[config.mk]
export PLATFORM = sky130hd
export DESIGN_NAME = sem_bank
export DESIGN_NICKNAME = d
export VERILOG_FILES = /design/src/rtl/sem_pkg.sv /design/src/rtl/sem_port_ctl.sv /design/src/rtl/sem_flag_cell.sv /design/src/rtl/sem_bank.sv
export SDC_FILE = /design/constraint.sdc
export NUM_CORES = 1
export LEC_CHECK = 0
export ABC_AREA = 1
export BUFFER_PORTS_ARGS = -buffer_cell sky130_fd_sc_hd__buf_4
export CORE_ASPECT_RATIO = 1.4
export CORE_MARGIN = 8
export CORE_UTILIZATION = 50
export CTS_BUF_LIST = sky130_fd_sc_hd__clkbuf_2
export DETAILED_ROUTE_END_ITERATION = 8
export MAX_ROUTING_LAYER = met4
export PLACE_DENSITY = 0.72
export SETUP_SLACK_MARGIN = 0.3
export SYNTH_ARGS = -nofsm -noshare
export SYNTH_HDL_FRONTEND = slang
export SYNTH_SLANG_ARGS = --single-unit
[constraint.sdc]
create_clock -name clk -period 2.29 [get_ports clk]
set_input_delay 0.458 -clock clk [delete_from_list [all_inputs] [get_ports clk]]
set_output_delay 0.458 -clock clk [all_outputs]
set_load 0.05 [all_outputs]
[src/rtl/sem_pkg.sv]
package sem_pkg;
  typedef enum logic [1:0] {
    OWN_FREE  = 2'd0,
    OWN_LEFT  = 2'd1,
    OWN_RIGHT = 2'd2
  } owner_e;
endpackage

[src/rtl/sem_port_ctl.sv]
// Access qualification and write-strobe edge detection for one port.
module sem_port_ctl #(
  parameter int ADDR_W = 3,
  parameter int DATA_W = 8
) (
  input  logic              clk,
  input  logic              rst_n,
  input  logic              sel_n,
  input  logic              ce_n,
  input  logic              wr_n,
  input  logic [ADDR_W-1:0] addr,
  input  logic [DATA_W-1:0] wdata,
  output logic              wr_go,
  output logic              wr_bit,
  output logic [ADDR_W-1:0] wr_addr,
  output logic              rd_act
);
  logic access_ok;
  logic wr_n_q;
  logic unused_hi;

  assign access_ok = ~sel_n & ce_n;
  assign unused_hi = ^wdata[DATA_W-1:1];

  // strobe history register, enable always on
  always_ff @(posedge clk or negedge rst_n) begin
    if (!rst_n) wr_n_q <= 1'b1;
    else        wr_n_q <= wr_n;
  end

  always_comb begin
    wr_go   = access_ok & ~wr_n_q & wr_n;
    wr_bit  = wdata[0];
    wr_addr = addr;
    rd_act  = access_ok & wr_n;
  end
endmodule

[src/rtl/sem_flag_cell.sv]
// State of one token: holder plus a pending request per port.
module sem_flag_cell
  import sem_pkg::*;
(
  input  logic   clk,
  input  logic   rst_n,
  input  logic   l_go,
  input  logic   l_bit,
  input  logic   r_go,
  input  logic   r_bit,
  output owner_e owner
);
  owner_e own_q, own_d;
  logic   pl_q, pl_d;
  logic   pr_q, pr_d;
  logic   upd_en;

  assign upd_en = l_go | r_go;

  // left operation applied first, then right on the intermediate result
  always_comb begin
    own_d = own_q;
    pl_d  = pl_q;
    pr_d  = pr_q;
    if (l_go) begin
      if (!l_bit) begin
        if (own_d == OWN_FREE)       own_d = OWN_LEFT;
        else if (own_d == OWN_RIGHT) pl_d  = 1'b1;
      end else if (own_d == OWN_LEFT) begin
        if (pr_d) begin
          own_d = OWN_RIGHT;
          pr_d  = 1'b0;
        end else begin
          own_d = OWN_FREE;
        end
      end else begin
        pl_d = 1'b0;
      end
    end
    if (r_go) begin
      if (!r_bit) begin
        if (own_d == OWN_FREE)      own_d = OWN_RIGHT;
        else if (own_d == OWN_LEFT) pr_d  = 1'b1;
      end else if (own_d == OWN_RIGHT) begin
        if (pl_d) begin
          own_d = OWN_LEFT;
          pl_d  = 1'b0;
        end else begin
          own_d = OWN_FREE;
        end
      end else begin
        pr_d = 1'b0;
      end
    end
  end

  always_ff @(posedge clk or negedge rst_n) begin
    if (!rst_n) begin
      own_q <= OWN_FREE;
      pl_q  <= 1'b0;
      pr_q  <= 1'b0;
    end else if (upd_en) begin
      own_q <= own_d;
      pl_q  <= pl_d;
      pr_q  <= pr_d;
    end
  end

  assign owner = own_q;

  // without a committed write the token state is frozen
  p_idle_hold_r9: assert property (@(posedge clk) disable iff (!rst_n)
    (!l_go && !r_go) |=> ($stable(own_q) && $stable(pl_q) && $stable(pr_q)));

  // simultaneous requests on a free token go left, right waits
  p_left_wins_r8: assert property (@(posedge clk) disable iff (!rst_n)
    (own_q == OWN_FREE && l_go && !l_bit && r_go && !r_bit)
      |=> (own_q == OWN_LEFT && pr_q));

  // release by left with right pending hands the token over
  p_handover_r6: assert property (@(posedge clk) disable iff (!rst_n)
    (own_q == OWN_LEFT && pr_q && l_go && l_bit && !r_go) |=> (own_q == OWN_RIGHT));

  // a held token cannot be taken by the other port
  p_no_steal_r5: assert property (@(posedge clk) disable iff (!rst_n)
    (own_q == OWN_LEFT && !l_go) |=> (own_q == OWN_LEFT));

  // a non-holder release leaves the holder in place
  p_cancel_keep_r7: assert property (@(posedge clk) disable iff (!rst_n)
    (own_q == OWN_RIGHT && l_go && l_bit && !r_go) |=> (own_q == OWN_RIGHT && !pl_q));
endmodule

[src/rtl/sem_bank.sv]
module sem_bank
  import sem_pkg::*;
#(
  parameter int NUM_FLAGS = 8,
  parameter int DATA_W    = 8,
  localparam int ADDR_W   = $clog2(NUM_FLAGS)
) (
  input  logic              clk,
  input  logic              rst_n,
  input  logic              l_sel_n,
  input  logic              l_ce_n,
  input  logic              l_wr_n,
  input  logic [ADDR_W-1:0] l_addr,
  input  logic [DATA_W-1:0] l_wdata,
  output logic [DATA_W-1:0] l_rdata,
  input  logic              r_sel_n,
  input  logic              r_ce_n,
  input  logic              r_wr_n,
  input  logic [ADDR_W-1:0] r_addr,
  input  logic [DATA_W-1:0] r_wdata,
  output logic [DATA_W-1:0] r_rdata
);
  logic              l_go, l_bit, l_rd;
  logic              r_go, r_bit, r_rd;
  logic [ADDR_W-1:0] l_waddr, r_waddr;
  owner_e            own [NUM_FLAGS];

  sem_port_ctl #(.ADDR_W(ADDR_W), .DATA_W(DATA_W)) u_lport (
    .clk(clk), .rst_n(rst_n), .sel_n(l_sel_n), .ce_n(l_ce_n), .wr_n(l_wr_n),
    .addr(l_addr), .wdata(l_wdata), .wr_go(l_go), .wr_bit(l_bit),
    .wr_addr(l_waddr), .rd_act(l_rd)
  );

  sem_port_ctl #(.ADDR_W(ADDR_W), .DATA_W(DATA_W)) u_rport (
    .clk(clk), .rst_n(rst_n), .sel_n(r_sel_n), .ce_n(r_ce_n), .wr_n(r_wr_n),
    .addr(r_addr), .wdata(r_wdata), .wr_go(r_go), .wr_bit(r_bit),
    .wr_addr(r_waddr), .rd_act(r_rd)
  );

  for (genvar i = 0; i < NUM_FLAGS; i++) begin : g_flag
    logic l_hit, r_hit;
    assign l_hit = l_go && (l_waddr == ADDR_W'(i));
    assign r_hit = r_go && (r_waddr == ADDR_W'(i));
    sem_flag_cell u_cell (
      .clk(clk), .rst_n(rst_n),
      .l_go(l_hit), .l_bit(l_bit),
      .r_go(r_hit), .r_bit(r_bit),
      .owner(own[i])
    );
    // exclusive holder encoding per token
    p_legal_owner_r1: assert property (@(posedge clk) disable iff (!rst_n)
      own[i] inside {OWN_FREE, OWN_LEFT, OWN_RIGHT});
  end

  always_comb begin
    l_rdata = l_rd ? {DATA_W{own[l_addr] != OWN_LEFT}}  : '0;
    r_rdata = r_rd ? {DATA_W{own[r_addr] != OWN_RIGHT}} : '0;
  end
endmodule

# Word-level counts from Yosys, hierarchy flattened
# Cells that the tools add are included.
[totals]
ff_bits = 34
out_inout_bits = 16
word_cells = 348
[op_classes]
magnitude_cmp = 2
n_eq_ne = 48
muxes = 216
bitwise = 22
n_reduce_logical = 34
[ops]
columns = ["operator", "count"]
rows = [
  ["$mux W2", 76],
  ["$mux W1", 136],
  ["$eq A2 B1 Y1 const B", 16],
  ["$eq A2 B2 Y1 const B", 16],
  ["$logic_not A2 Y1", 16],
  ["$eq A3 B3 Y1 const B", 8],
  ["$logic_and A1 B1 Y1", 16],
  ["$mux W8", 2],
  ["$bmux W2 S3", 2],
  ["$eq A3 B2 Y1 const B", 4],
  ["$and A1 B1 Y1", 8],
  ["$ge A4 B4 Y1 const B", 2],
  ["$not A3 Y4", 2],
  ["$or A1 B1 Y1", 8],
  ["$eq A3 B1 Y1 const B", 2],
  ["$logic_not A3 Y1", 2],
  ["$not A1 Y1", 4],
  ["$ne A2 B1 Y1 const B", 1],
  ["$ne A2 B2 Y1 const B", 1],
]

# Longest topological paths before layout
[logic_depth]
word_depth = 11
mapped_depth = 11
ltp_nobuf = 11

# Modules after synthesis
# From an unflattened synthesis, not the netlist that was laid out.
[hier_totals]
hier_cells = 425
hier_area_um2 = 2730.1
[by_module_without_submodules]
columns = ["module", "n_inst", "cells_per_inst", "area_each_um2"]
rows = [
  ["sem_flag_cell", 8, 39, 264.0],
  ["sem_bank", 1, 97, 470.5],
  ["sem_port_ctl", 2, 8, 73.8],
]

# Least setup slack after synthesis
# Ideal clock, no wire load.
[synth_timing]
path_type = "input port to output port"
startpoint = "input port l_addr[0]"
endpoint = "output port l_rdata[1]"
t_arrival_ns = 2.196
required_ns = 1.832
path_slack_ns = -0.364
cell_stages = 8
path_buffers = 1
cell_sequence = "nor2_1 nand2_1 o211ai_1 nor2_1 o21ai_0 nand2_1 nor2_1 buf_4"
[synth_between]
elab_chain_cells = 6
[synth_lines]
columns = ["element", "line", "rtl"]
rows = [
  ["start, declared", "sem_bank.sv:13", "input logic [ADDR_W-1:0] l_addr,"],
  ["$not A3 Y4 (implied by the code)", "sem_bank.sv:56", "l_rdata = l_rd ? {DATA_W{own[l_addr] != OWN_LEFT}} : '0;"],
  ["$bmux W2 S3", "sem_bank.sv:56", ""],
  ["$mux W2 (implied by the code) (2 in a row)", "sem_bank.sv:56", ""],
  ["$ne A2 B1 Y1", "sem_bank.sv:56", ""],
  ["$mux W8", "sem_bank.sv:56", ""],
  ["end, declared", "sem_bank.sv:15", "output logic [DATA_W-1:0] l_rdata,"],
]
# No other way between the ends. The select of a mux whose other input is x is not followed.

# Worst setup path after layout
[layout_timing]
startpoint = "register g_flag[5].u_cell.own_q[1]"
endpoint = "output port r_rdata[7]"
[layout_between]
elab_chain_cells = 5
[layout_lines]
columns = ["element", "line", "rtl"]
rows = [
  ["start, declared", "sem_flag_cell.sv:13", "owner_e own_q, own_d;"],
  ["start signal, assigned", "sem_flag_cell.sv:63", "own_q <= own_d;"],
  ["$bmux W2 S3", "sem_bank.sv:57", "r_rdata = r_rd ? {DATA_W{own[r_addr] != OWN_RIGHT}} : '0;"],
  ["$mux W2 (implied by the code) (2 in a row)", "sem_bank.sv:57", ""],
  ["$ne A2 B2 Y1", "sem_bank.sv:57", ""],
  ["$mux W8", "sem_bank.sv:57", ""],
  ["end, declared", "sem_bank.sv:21", "output logic [DATA_W-1:0] r_rdata"],
]
# No other way between the ends. The select of a mux whose other input is x is not followed.

==> results.cfg <==
[place]
hpwl_um = 5840
placed_cells = 572
globalplace.congestion = 0.896
portBuffers = 31

[synth]
ys_warn_count = 0
syn_area_um2 = 2940
yosys.cell_types.count = 31
syn_nets = 518
synth_top_area_share = 0.272
synth_flop_cell = dfrtp_1
synthTopCellsByCount = 152 x nand2_1, 71 x nor2_1, 68 x inv_1
syn_avg_cell_area_um2 = 6.03
synthTopCellsByArea = dfrtp_1 27%, nand2_1 19%, nor2_1 9.1%
yosysSeqAreaShare = 0.290
synth-seq-cells = 34
synth-edff-count = 0
async_flop_share = 1.00
syn_inst = 488
yosysMostFrequentCell = nand2_1
yosys.area.top_type = dfrtp_1

[detailed_routing]
wl_per_cell_um = 13.6
drc = 0
ant_nets = 0
dr.pass1.iters = 4
drt-initial-drc-count = 102
drt-vias-per-instance = 5.36
drt-total-wl_um = 8170
vias = 3234

[clocking]
cts_sinks = 34
cts_tree = yes
clock_latency_ns = 0.39
cts_max_level = 2
cts_max_path_buffers = 2
cts_buffers = 5
hold_buffers = 0
cts.reportedPaths.clkPinSlew_ns = 0.19
clock-root-buffer = clkbuf_2

[global_routing]
grt_pass1_vias = 3059
grt_pass1_wl_um = 13400
grt-ovfl-total = 0
antenna_found_initial = 0
grt_usage = 0.198
grt_max_degree = 35

[critical_path]
cp-end-kind = output pin
worstSetupEndpoint = r_rdata[7]
cp_max_fo = 5
crit_type = flip-flop to output pin
worstPathRequired_ns = 1.83
timing.rr.start = u_lport.wr_n_q
worstSetupStartpoint = g_flag[5].u_cell.owner[1]
arrival_ns = 1.80
regToRegSetupSlack_ns = 0.67
r2r_end = g_flag[6].u_cell.pl_q
start_kind = flip-flop
reg2regPathDepth = 8

[die]
die_area_um2 = 8630
die_x_um = 80.8
core_um2 = 5780
dieHeight_um = 107
ios = 46
num_rows = 33
start_util = 0.509

[timing]
setup_viol = 0
period_needed_ns = 2.26
fin_worst_skew_ns = 0.0235
timing.hold.ws_ns = -0.00544
finalHoldViolations = 9
final_max_slew_viol_count = 0
rsz0062_at_grt = yes
max_slew_margin = 0.541
timing.fmax_ghz = 0.442
fin_crit_sh = 0.987
worstMarginPinSlew_ns = 0.688

[run_status]
violations = negative hold slack
outcome = finished, violations left

[cells_and_area]
num_antenna_cells = 0
area_growth_pct = 23.7
layout.cells.non_filler = 603
post-route-util = 0.629
nets = 562
drive_above_1_share = 0.208

[job]
maxCapViolations = 0

[hold_path]
hold_path.class = input port to asynchronous set/reset pin

[power]
powerDensity_nw_per_um2 = 554
power.total_mw = 2.01
p_leak_nw = 1.80
ir_worst_vdd_uv = 361
report_power, final:
part           switching, mW  total (mW)  internal (mW)
registers             0.0911       0.792          0.701
clock network          0.208       0.299         0.0901
logic                  0.550       0.924          0.374
total                  0.850        2.01           1.17
sequential cells by signal, indices dropped and copies added, names as in the netlist:
register             count
g_flag.u_cell.pr_q       8
g_flag.u_cell.pl_q       8
u_rport.wr_n_q           1
g_flag.u_cell.owner     16
u_lport.wr_n_q           1
metal layers:
layer | routed length, um | track usage | part of all wire | up-vias
met5 | 0 | - | 0 | -
met4 | 187 | 0.0923 | 0.023 | 0
met3 | 448 | 0.0352 | 0.055 | 18
met2 | 4220 | 0.349 | 0.52 | 87
met1 | 3320 | 0.204 | 0.41 | 1503
li1 | - | - | - | 1626
worst max-delay path, stage by stage (launching register included):
cell      delay (ns)
dfrtp_1         0.45
inv_2           0.10
nor2_1          0.06
a211oi_2        0.30
nor2_4          0.07
nor2_4          0.15
buf_12          0.16
buf_12          0.13
area by class of cell:
type                       count  area [um2]
tap                           70        87.6
timing repair buffer          55         623
fill                         544        2140
multi-input combinational    367        1750
sequential                    34         860
clock buffer                   8        40.0
inverter                      69         272
cells by family after synthesis:
kind of cell / after synthesis / share of synthesized area
buffers and inverters: 87 / 0.131
AO/OA/AOI/OAI: 77 / 0.158
flip-flops: 34 / 0.290
AND/OR/NAND/NOR: 290 / 0.420
metrics by stage:
stage	setup TNS [ns]	setup WS, ns	hold slack, ns	cell area, um2
finish	0	0.0288	-0.00544	3640
CTS	0	0.0386	0.000546	3440
floorplan	0	0.250	0.162	3010
detailed placement	0	0.221	0.449	3180
global placement	0	0.235	0.437	3180
global route	-0.343	-0.0558	0.00972	3640
worst min-delay path by stage:
stage / startpoint / endpoint / slack [ns] / cells past startpoint
final: rst_n / g_flag[6].u_cell.pr_q / -0.005 / 1
after detailed placement: rst_n / g_flag[5].u_cell.pr_q / 0.45 / 1
after global placement: rst_n / g_flag[5].u_cell.pr_q / 0.44 / 1
after global routing: rst_n / g_flag[6].u_cell.owner[0] / 0.01 / 1
after floorplan: rst_n / g_flag[0].u_cell.owner[0] / 0.16 / 0
after CTS: rst_n / g_flag[6].u_cell.owner[0] / 0.0005 / 1
layout by cell type (no fill, tap or decap), types with 9 or more instances in the layout:
| master | n |
|---|---|
| nand2_1 | 150 |
| nor2_1 | 66 |
| inv_1 | 56 |
| nand3_1 | 38 |
| buf_4 | 36 |
| dfrtp_1 | 27 |
| a21oi_1 | 19 |
| buf_12 | 15 |
| inv_2 | 12 |
| o21ai_0 | 12 |
| o21bai_1 | 11 |
| nor2_2 | 9 |
timing repair:
action,4_1_cts,5_1_grt
setup endpoints to repair,16,16
gates resized for setup,38,30
setup buffers,12,11
pin swaps,4,4
Note: power is estimated with default switching activity, not from simulation.
